[config.mk]
export PLATFORM = sky130hd
export DESIGN_NAME = wide_reg_bridge
export DESIGN_NICKNAME = d
export VERILOG_FILES = /design/src/rtl/wrb_pkg.sv /design/src/rtl/wrb_timer_group.sv /design/src/rtl/wrb_conv_group.sv /design/src/rtl/wide_reg_bridge.sv
export SDC_FILE = /design/constraint.sdc
export NUM_CORES = 1
export LEC_CHECK = 0
export CAP_MARGIN = 0
export CORE_MARGIN = 2
export CORE_UTILIZATION = 58
export CTS_CLUSTER_SIZE = 10
export DETAILED_ROUTE_END_ITERATION = 10
export DONT_BUFFER_PORTS = 1
export PLACE_DENSITY_LB_ADDON = 0.08
export RECOVER_POWER = 100
export SKIP_CTS_REPAIR_TIMING = 1
export SLEW_MARGIN = 5
export SYNTH_ARGS = -nofsm -noshare
export SYNTH_HDL_FRONTEND = slang
export SYNTH_SLANG_ARGS = --single-unit
export TNS_END_PERCENT = 20
[constraint.sdc]
create_clock -name clk -period 1.9 [get_ports clk]
set_input_delay 0.095 -clock clk [delete_from_list [all_inputs] [get_ports clk]]
set_output_delay 0.095 -clock clk [all_outputs]
set_load 0.05 [all_outputs]
[src/rtl/wrb_pkg.sv]
package wrb_pkg;
  localparam int BYTE_W = 8;
  localparam int CONV_W = 10;

  typedef enum logic [1:0] {
    TR_CNT  = 2'd0,
    TR_CMPA = 2'd1,
    TR_CMPB = 2'd2,
    TR_CAP  = 2'd3
  } tmr_reg_e;

  // Upper byte of a left-justified conversion result: bits 9:2.
  function automatic logic [BYTE_W-1:0] conv_upper(input logic [CONV_W-1:0] r);
    return r[CONV_W-1 -: BYTE_W];
  endfunction

  // Lower byte: remaining bits at the top, zeros below.
  function automatic logic [BYTE_W-1:0] conv_lower(input logic [CONV_W-1:0] r);
    return {r[CONV_W-BYTE_W-1:0], {(2*BYTE_W-CONV_W){1'b0}}};
  endfunction
endpackage

[src/rtl/wrb_timer_group.sv]
module wrb_timer_group
  import wrb_pkg::*;
#(
  parameter int REG_W = 2 * BYTE_W
) (
  input  logic             clk,
  input  logic             rst_n,
  input  logic             acc_hit,
  input  logic [1:0]       acc_idx,
  input  logic             acc_lo,
  input  logic             acc_word,
  input  logic             acc_rd,
  input  logic             acc_wr,
  input  logic [REG_W-1:0] wdata,
  input  logic             tick,
  input  logic             cap_strobe,
  output logic [REG_W-1:0] rd_val
);
  localparam int BW = REG_W / 2;
  localparam int NUM_CMP = 2;

  logic [REG_W-1:0] cnt_q, cap_q;
  logic [REG_W-1:0] cmp_q [NUM_CMP];
  logic [BW-1:0]    temp_q;
  logic [REG_W-1:0] sel_val, commit_val;

  // Named internal events
  logic writable, snap_reg, direct_rd;
  logic ev_hi_wr, ev_commit, ev_snap, ev_cnt_commit;

  assign writable  = (acc_idx != TR_CAP);
  assign snap_reg  = (acc_idx == TR_CNT) || (acc_idx == TR_CAP);
  assign direct_rd = (acc_idx == TR_CMPA) || (acc_idx == TR_CMPB);

  assign ev_hi_wr      = acc_hit && acc_wr && !acc_word && !acc_lo && writable;
  assign ev_commit     = acc_hit && acc_wr && writable && (acc_word || acc_lo);
  assign ev_snap       = acc_hit && acc_rd && !acc_wr && !acc_word && !acc_lo && snap_reg;
  assign ev_cnt_commit = ev_commit && (acc_idx == TR_CNT);

  assign commit_val = acc_word ? wdata : {temp_q, wdata[BW-1:0]};

  always_comb begin
    case (acc_idx)
      TR_CNT:  sel_val = cnt_q;
      TR_CMPA: sel_val = cmp_q[0];
      TR_CMPB: sel_val = cmp_q[1];
      default: sel_val = cap_q;
    endcase
  end

  always_comb begin
    if (acc_word)
      rd_val = sel_val;
    else if (!acc_lo)
      rd_val = {{BW{1'b0}}, sel_val[REG_W-1 -: BW]};
    else if (direct_rd)
      rd_val = {{BW{1'b0}}, sel_val[BW-1:0]};
    else
      rd_val = {{BW{1'b0}}, temp_q};
  end

  always_ff @(posedge clk) begin
    if (!rst_n) begin
      temp_q <= '0;
      cnt_q  <= '0;
      cap_q  <= '0;
    end else begin
      if (ev_hi_wr)      temp_q <= wdata[BW-1:0];
      else if (ev_snap)  temp_q <= sel_val[BW-1:0];
      if (ev_cnt_commit) cnt_q <= commit_val;
      else if (tick)     cnt_q <= cnt_q + 1'b1;
      if (cap_strobe)    cap_q <= cnt_q;
    end
  end

  for (genvar g = 0; g < NUM_CMP; g++) begin : g_cmp
    logic ev_cmp_commit;
    assign ev_cmp_commit = ev_commit && (acc_idx == 2'(g + 1));

    always_ff @(posedge clk) begin
      if (!rst_n)             cmp_q[g] <= '0;
      else if (ev_cmp_commit) cmp_q[g] <= commit_val;
    end

    AST_CMP_HOLD: assert property (@(posedge clk) disable iff (!rst_n)
      !(acc_hit && acc_wr) |=> $stable(cmp_q[g]));
  end

  AST_TEMP_LOAD: assert property (@(posedge clk) disable iff (!rst_n)
    ev_hi_wr |=> temp_q == $past(wdata[BW-1:0]));
  AST_CNT_TICK: assert property (@(posedge clk) disable iff (!rst_n)
    (tick && !(acc_hit && acc_wr)) |=> cnt_q == REG_W'($past(cnt_q) + 1'b1));
  AST_WORD_WR_WINS: assert property (@(posedge clk) disable iff (!rst_n)
    (acc_hit && acc_wr && acc_word && acc_idx == TR_CNT) |=> cnt_q == $past(wdata));
  AST_CAP_LOAD: assert property (@(posedge clk) disable iff (!rst_n)
    cap_strobe |=> cap_q == $past(cnt_q));
  AST_CAP_RO: assert property (@(posedge clk) disable iff (!rst_n)
    !cap_strobe |=> $stable(cap_q));
endmodule

[src/rtl/wrb_conv_group.sv]
module wrb_conv_group
  import wrb_pkg::*;
#(
  parameter int NUM_CONV = 4,
  parameter int REG_W    = 2 * BYTE_W
) (
  input  logic                       clk,
  input  logic                       rst_n,
  input  logic                       acc_hit,
  input  logic [1:0]                 acc_idx,
  input  logic                       acc_lo,
  input  logic                       acc_word,
  input  logic                       acc_rd,
  input  logic                       acc_wr,
  input  logic [NUM_CONV*CONV_W-1:0] conv_data,
  output logic [REG_W-1:0]           rd_val
);
  localparam int BW = REG_W / 2;

  logic [CONV_W-1:0] res [NUM_CONV];
  logic [CONV_W-1:0] sel_res;
  logic [BW-1:0]     temp_q;
  logic              ev_hi_rd;

  for (genvar g = 0; g < NUM_CONV; g++) begin : g_unpack
    assign res[g] = conv_data[g*CONV_W +: CONV_W];
  end

  assign sel_res  = res[acc_idx];
  assign ev_hi_rd = acc_hit && acc_rd && !acc_wr && !acc_word && !acc_lo;

  always_comb begin
    if (acc_word)     rd_val = {conv_upper(sel_res), conv_lower(sel_res)};
    else if (!acc_lo) rd_val = {{BW{1'b0}}, conv_upper(sel_res)};
    else              rd_val = {{BW{1'b0}}, temp_q};
  end

  always_ff @(posedge clk) begin
    if (!rst_n)        temp_q <= '0;
    else if (ev_hi_rd) temp_q <= conv_lower(sel_res);
  end

  AST_CONV_TEMP_HOLD: assert property (@(posedge clk) disable iff (!rst_n)
    !ev_hi_rd |=> $stable(temp_q));
  AST_CONV_TEMP_LOW_ZERO: assert property (@(posedge clk) disable iff (!rst_n)
    ev_hi_rd |=> temp_q[BW-(CONV_W-BW)-1:0] == '0);
endmodule

[src/rtl/wide_reg_bridge.sv]
module wide_reg_bridge
  import wrb_pkg::*;
#(
  parameter int ADDR_W    = 5,
  parameter int NUM_CONV  = 4,
  parameter int CONV_BASE = 16,
  parameter int REG_W     = 2 * BYTE_W
) (
  input  logic                       clk,
  input  logic                       rst_n,
  input  logic [ADDR_W-1:0]          bus_addr,
  input  logic                       bus_word,
  input  logic                       bus_rd,
  input  logic                       bus_wr,
  input  logic [REG_W-1:0]           bus_wdata,
  output logic [REG_W-1:0]           bus_rdata,
  input  logic                       cnt_tick,
  input  logic                       cap_strobe,
  input  logic [NUM_CONV*CONV_W-1:0] conv_data
);
  localparam int TMR_SPAN = 8;
  localparam logic [ADDR_W-1:0] TMR_END = ADDR_W'(TMR_SPAN);
  localparam logic [ADDR_W-1:0] CNV_LO  = ADDR_W'(CONV_BASE);
  localparam logic [ADDR_W-1:0] CNV_END = ADDR_W'(CONV_BASE + 2 * NUM_CONV);

  logic             in_tmr, in_cnv, odd_word, tmr_hit, cnv_hit, any_hit;
  logic [1:0]       acc_idx;
  logic             acc_lo;
  logic [REG_W-1:0] tmr_val, cnv_val, rdata_d;

  assign in_tmr   = bus_addr < TMR_END;
  assign in_cnv   = (bus_addr >= CNV_LO) && (bus_addr < CNV_END);
  assign odd_word = bus_word && bus_addr[0];
  assign tmr_hit  = in_tmr && !odd_word;
  assign cnv_hit  = in_cnv && !odd_word;
  assign any_hit  = tmr_hit || cnv_hit;
  assign acc_idx  = bus_addr[2:1];
  assign acc_lo   = bus_addr[0];

  wrb_timer_group #(.REG_W(REG_W)) u_tmr (
    .clk(clk), .rst_n(rst_n), .acc_hit(tmr_hit), .acc_idx(acc_idx),
    .acc_lo(acc_lo), .acc_word(bus_word), .acc_rd(bus_rd), .acc_wr(bus_wr),
    .wdata(bus_wdata), .tick(cnt_tick), .cap_strobe(cap_strobe), .rd_val(tmr_val)
  );

  wrb_conv_group #(.NUM_CONV(NUM_CONV), .REG_W(REG_W)) u_cnv (
    .clk(clk), .rst_n(rst_n), .acc_hit(cnv_hit), .acc_idx(acc_idx),
    .acc_lo(acc_lo), .acc_word(bus_word), .acc_rd(bus_rd), .acc_wr(bus_wr),
    .conv_data(conv_data), .rd_val(cnv_val)
  );

  assign rdata_d = tmr_hit ? tmr_val : (cnv_hit ? cnv_val : '0);

  always_ff @(posedge clk) begin
    if (!rst_n)      bus_rdata <= '0;
    else if (bus_rd) bus_rdata <= rdata_d;
  end

  AST_UNMAPPED_ZERO: assert property (@(posedge clk) disable iff (!rst_n)
    (bus_rd && !any_hit) |=> bus_rdata == '0);
  AST_BYTE_RD_UPPER_ZERO: assert property (@(posedge clk) disable iff (!rst_n)
    (bus_rd && !bus_word) |=> bus_rdata[REG_W-1 -: BYTE_W] == '0);
endmodule

After elaboration in Yosys (flattened, before gate mapping)

Memory sizes are Yosys's and may differ from the RTL's.
Index checks and enable logic that the tools add are counted.

Output and inout bits: 16
Memory bits (read-only): 0
Memories kept: 1
Memory bits (writable): 32
Logic and storage cells: 75
Flip-flop bits (word level): 58
Bits of input ports: 68
Bits in latches: 0

Memory list:

| name        | words | bits a word | read ports | clocked after Yosys merged registers in | write ports | RTL line              | text |
|---|---|---|---|---|---|---|---|
| u_tmr.cmp_q | 2     | 16          | 2          | 0                                       | 2           | wrb_timer_group.sv:23 | `logic [REG_W-1:0] cmp_q [NUM_CMP];` |

Shifts and indexed selects: 0
Reductions and logical operators: 32
Equal/unequal tests: 4
Muxes and demuxes: 25
Div/mod/pow operators: 0
$lt $le $gt $ge: 4
Add/subtract/negate cells: 1
$mul: 0
Bitwise operators: 3

Operators by type and width:

| operator                                                    | count |
|---|---|
| two-way mux 16 bit                                          | 10 |
| case mux 16 bit (3 select lines)                            | 1 |
| two-way mux 8 bit                                           | 4 |
| logical AND 1 bit                                           | 22 |
| binary-select mux 10 bit (select 2 bit)                     | 1 |
| two-way mux 10 bit                                          | 2 |
| adder 16 x 1 -> 16 bit (second input constant)              | 1 |
| two-way mux 1 bit                                           | 7 |
| >= comparator 5 bit (second input constant)                 | 1 |
| less-than comparator 5 x 4 -> 1 bit (second input constant) | 1 |
| less-than comparator 5 bit (second input constant)          | 1 |
| == test 2 bit (second input constant)                       | 2 |
| logical NOT 1 bit                                           | 4 |
| nonzero test 2 bit                                          | 2 |
| >= comparator 3 bit (second input constant)                 | 1 |
| logical OR 1 bit                                            | 3 |
| NOT 2 -> 3 bit                                              | 1 |
| == test 2 x 1 -> 1 bit (second input constant)              | 1 |
| logical NOT 2 bit                                           | 1 |
| inequality test 2 bit (second input constant)               | 1 |
| bitwise OR 1 bit                                            | 2 |

Logic depth before layout (Yosys ltp)

Word-level depth: 11
Mapped depth: 10
Mapped depth without buffers: 7

Hierarchy

Synthesis repeated with hierarchy kept, for this count alone.

Cells, all modules: 497
Area, all modules: 5109.9 µm²

Modules (own cells, without submodules):

| module          | instances | cells an instance | area an instance (µm²) | seq. area each (µm²) |
|---|---|---|---|---|
| wrb_timer_group | 1         | 388               | 3913.8                 | 1761.7 |
| wide_reg_bridge | 1         | 59                | 678.2                  | 320.3 |
| wrb_conv_group  | 1         | 50                | 518.0                  | 40.0 |

Worst setup path after synthesis

OpenSTA, ideal clock, no wires.

Path type: input port to flip-flop
From: in bus_addr[1]
To: mem u_tmr.cmp_q[1][0] (netlist name), enable pin
Path slack: -0.039 ns
Data arrival time: 1.568 ns
Stages on the path: 7
Required time: 1.528 ns
Setup time: 0.372 ns
Path buffers: 3
Cells stage by stage: buf_2 -> inv_1 -> ha_1 -> clkbuf_1 -> clkbuf_1 -> nand2_1 -> nand2_1

RTL lines:

| what               | RTL line              | text |
|---|---|---|
| start: declaration | wide_reg_bridge.sv:11 | `input logic [ADDR_W-1:0] bus_addr,` |
| end: declaration   | wrb_timer_group.sv:23 |  |

Worst setup path after layout

From: reg u_tmr.cnt_q[1]
To: reg u_tmr.cnt_q[13]

Longest elaborated chain between the ends: 3

RTL lines:

| what                     | RTL line              | text |
|---|---|---|
| start: declaration       | wrb_timer_group.sv:22 | `logic [REG_W-1:0] cnt_q, cap_q;` |
| start signal: assignment | wrb_timer_group.sv:70 | `if (ev_cnt_commit) cnt_q <= commit_val;` |
| start signal: assignment | wrb_timer_group.sv:71 | `else if (tick) cnt_q <= cnt_q + 1'b1;` |
| adder 16 x 1 -> 16 bit   | wrb_timer_group.sv:71 |  |
| two-way mux 16 bit       | wrb_timer_group.sv:71 |  |
| two-way mux 16 bit       | wrb_timer_group.sv:70 |  |

No other way between the ends. The select of a mux whose other input is x is not followed.
A chain may end at the register's enable or synchronous reset.

==> metrics.txt <==
root buffer cell=clkbuf_8; drt initial violations=420; area grow syn2layout=11.4%; Seq cells post-synth=90; global-route wire length before repair=19.6 mm; vias in the first global route=3683; final wirelength=13.7 mm; Buf/Inv on CP=2; gpl congestion=0.900; status=finished with violations; row count=33; die area=~9200 sq um; Crit. path cell count=7; Tot GR Track Use=29.0%; EDFF count, synth=32; routing usage on met1=38.4%; RSZ-0062 raised after global routing=no; top-count cell post-synth=nand2_1; cells after synthesis=between 400 and 500; failing checks=hold timing; internal power=3.15 mW; sw frac=~24%; CP delay by family, top=simple AND/OR/NAND/NOR gates; top_reg_cell synth=dfxtp_1; Fin Setup TNS=0 ns; critical path's slowest cell=dfxtp_1; synth unique cells=54; area of the mapped netlist=just under 5000 sq um; Hold Path Depth=2; HPWL after DPL=9.44 mm; post-synth top area cell=dfxtp_1; die height=~96 microns; remaining global-route overflow=0; Final Net Count=596; Slew Viols, Final=0; DR vias=4057; Setup Viol. Count Final=0; Starting Density=59.6%; syn_nets=571; share of total power in the clock network=38.1%; fraction of layout cells with a size suffix above 1=10.4%; Leak=2.02 nW; average size of a mapped cell=9.83 sq um; Least-Margin Pin Slew=0.703 ns; worst-path maximum fanout=5; r2r worst-path depth=7; Core ar.=8220 sq um; CP required=2.19 ns; CTS clk-pin slew, worst paths=0.09 ns; Period minus WS final=~1.8 ns; vias per cell=6.41; Residual DRC=0; largest cells by area after synthesis=dfxtp_1 (24%), edfxtp_1 (20%), mux2i_1 (8.6%); Tcrit/Tclk final=between 90% and 100%; Slew HR=53.2%; width of the die=95.9 microns; Max Root-Sink Buffers=2; Switch Pwr=between 1 and 1.5 mW; CTS tree=yes; Max stage delay on crit path=0.34 ns; Global Route met2 Usage=46.3%; clk sinks=90; maximum vdd drop=0.458 mV; Hold Crit Class=input port to flip-flop; Fin Hold WS=-0.0374 ns; drt first pass iters=6; Worst EP arrival=slightly above 2 ns; CTS HTree Levels=3; power per cell area=762 nW/um^2; met3 GRT Util=~6.0%; share of total power in sequential cells=around half; initial antenna violation count=0; largest net degree at the start of global routing=approximately 60; part of the power in combinational logic=11.5%; CTS Buf Count=9; Port Buffers=0; I/O pin cnt=84; final instance area=roughly 5500 sq um; WS Path Type=flip-flop to flip-flop; CP Cell Sequence=clkbuf_1, nand3_1, nor4_2, clkbuf_4, nand4_1, xor2_1, a21oi_1; nature of the critical path startpoint=flip-flop; synth cell count leaders=nand2_1 (64), dfxtp_1 (58), mux2i_1 (42); busiest grt layer=met2; max_cap viols=0; placed cell areas=5120 sq um; clock latency on the worst-skew pair=0.36 ns; Achievable Freq=562 MHz; antenna-violating nets left=0; ys async rst share=0%; Worst Skew=0.00920 ns; Hold Vio Cnt, Final=2; crit path capture type=flip-flop; Ys Warns=0; wire per inst=21.6 microns; register area share after synthesis=43.4%; ant diodes=0; Synth top area share=23.7%
state kept, by name (all words and copies together), names as in the netlist:
| name | flops |
|---|---|
| u_tmr.cmp_q | 32 |
| u_tmr.cap_q | 16 |
| u_tmr.cnt_q | 16 |
| bus_rdata | 16 |
| u_tmr.temp_q | 8 |
| u_cnv.temp_q | 2 |
final timing paths:
kind                           startpoint                            to  slack (ns)
max           u_tmr.cnt_q[1]$_SDFFE_PN0P_  u_tmr.cnt_q[13]$_SDFFE_PN0P_        0.12
min                          bus_wdata[2]  u_tmr.temp_q[2]$_SDFFE_PN0P_       -0.04
max reg2reg   u_tmr.cnt_q[1]$_SDFFE_PN0P_  u_tmr.cnt_q[13]$_SDFFE_PN0P_        0.12
min reg2reg  u_tmr.temp_q[1]$_SDFFE_PN0P_  u_tmr.temp_q[1]$_SDFFE_PN0P_        0.50
layout by cell type, fill, tap and decap left out, drive strengths merged, types with 4 or more instances in the layout:
master and instances:
edfxtp 32, a22oi 15, clkbuf 32, dlygate4sd3 13, o21ai 16, a222oi 12
and3 4, nor3 7, a221oi 4, a32oi 5, xnor2 5, nand2b 10
mux4 8, nor2b 21, a21boi 8, buf 13, o211a 8, nor4 4
mux2i 42, inv 20, a21oi 23, xor2 10, nand4 5, nand2 64
a31oi 5, dfxtp 58, ha 5, and2 19, nand3 11, nor2 24
power groups by stage:
stage	sequential [mW]	combinational (mW)	clock [mW]
6_report	2.10	0.477	1.58
3_5_place_dp	2.14	0.409	0
2_1_floorplan	2.16	0.317	0
3_3_place_gp	2.14	0.407	0
5_1_grt	2.10	0.508	1.69
4_1_cts	2.10	0.412	1.59
per-layer routing:
| metal | vias up | share of wire [%] |
|---|---|---|
| li1 | 1868 | - |
| met1 | 1904 | 39 |
| met2 | 251 | 47 |
| met3 | 34 | 10 |
| met4 | 0 | 3.8 |
| met5 | - | 0 |
metrics by stage:
step	util (%)	power, mW	hold WS [ns]	std cells	setup slack [ns]
6_report	66.4	4.15	-0.0374	633	0.119
5_1_grt	66.4	4.30	0.00818	633	0.0567
4_1_cts	65.4	4.10	-0.159	618	0.108
3_5_place_dp	62.3	2.55	0.223	602	0.129
3_3_place_gp	62.3	2.55	0.224	602	0.149
2_1_floorplan	-	2.48	0.251	498	0.0578
area by class of cell:
cell class | count | area (sq um)
fillers | 680 | 2760
multi-input cells | 355 | 2530
well taps | 105 | 131
inverters | 20 | 75.1
flip-flops and latches | 90 | 2120
repair buffers | 47 | 335
clock inverters | 5 | 81.3
clock buffers | 11 | 174
cell families (layout without fill, tap and decap cells):
| kind of cell | count (synthesis) | in the layout | synth area share, % |
|---|---|---|---|
| flops | 90 | 90 | 43.4 |
| buf+inv | 53 | 83 | 4.60 |
| xor+xnor | 15 | 15 | 2.68 |
| fa+ha+maj | 5 | 5 | 1.28 |
| mux | 51 | 51 | 12.5 |
| compound gates | 108 | 108 | 16.1 |
| simple gates | 176 | 176 | 19.5 |
Note: power is estimated with default switching activity, not from simulation.
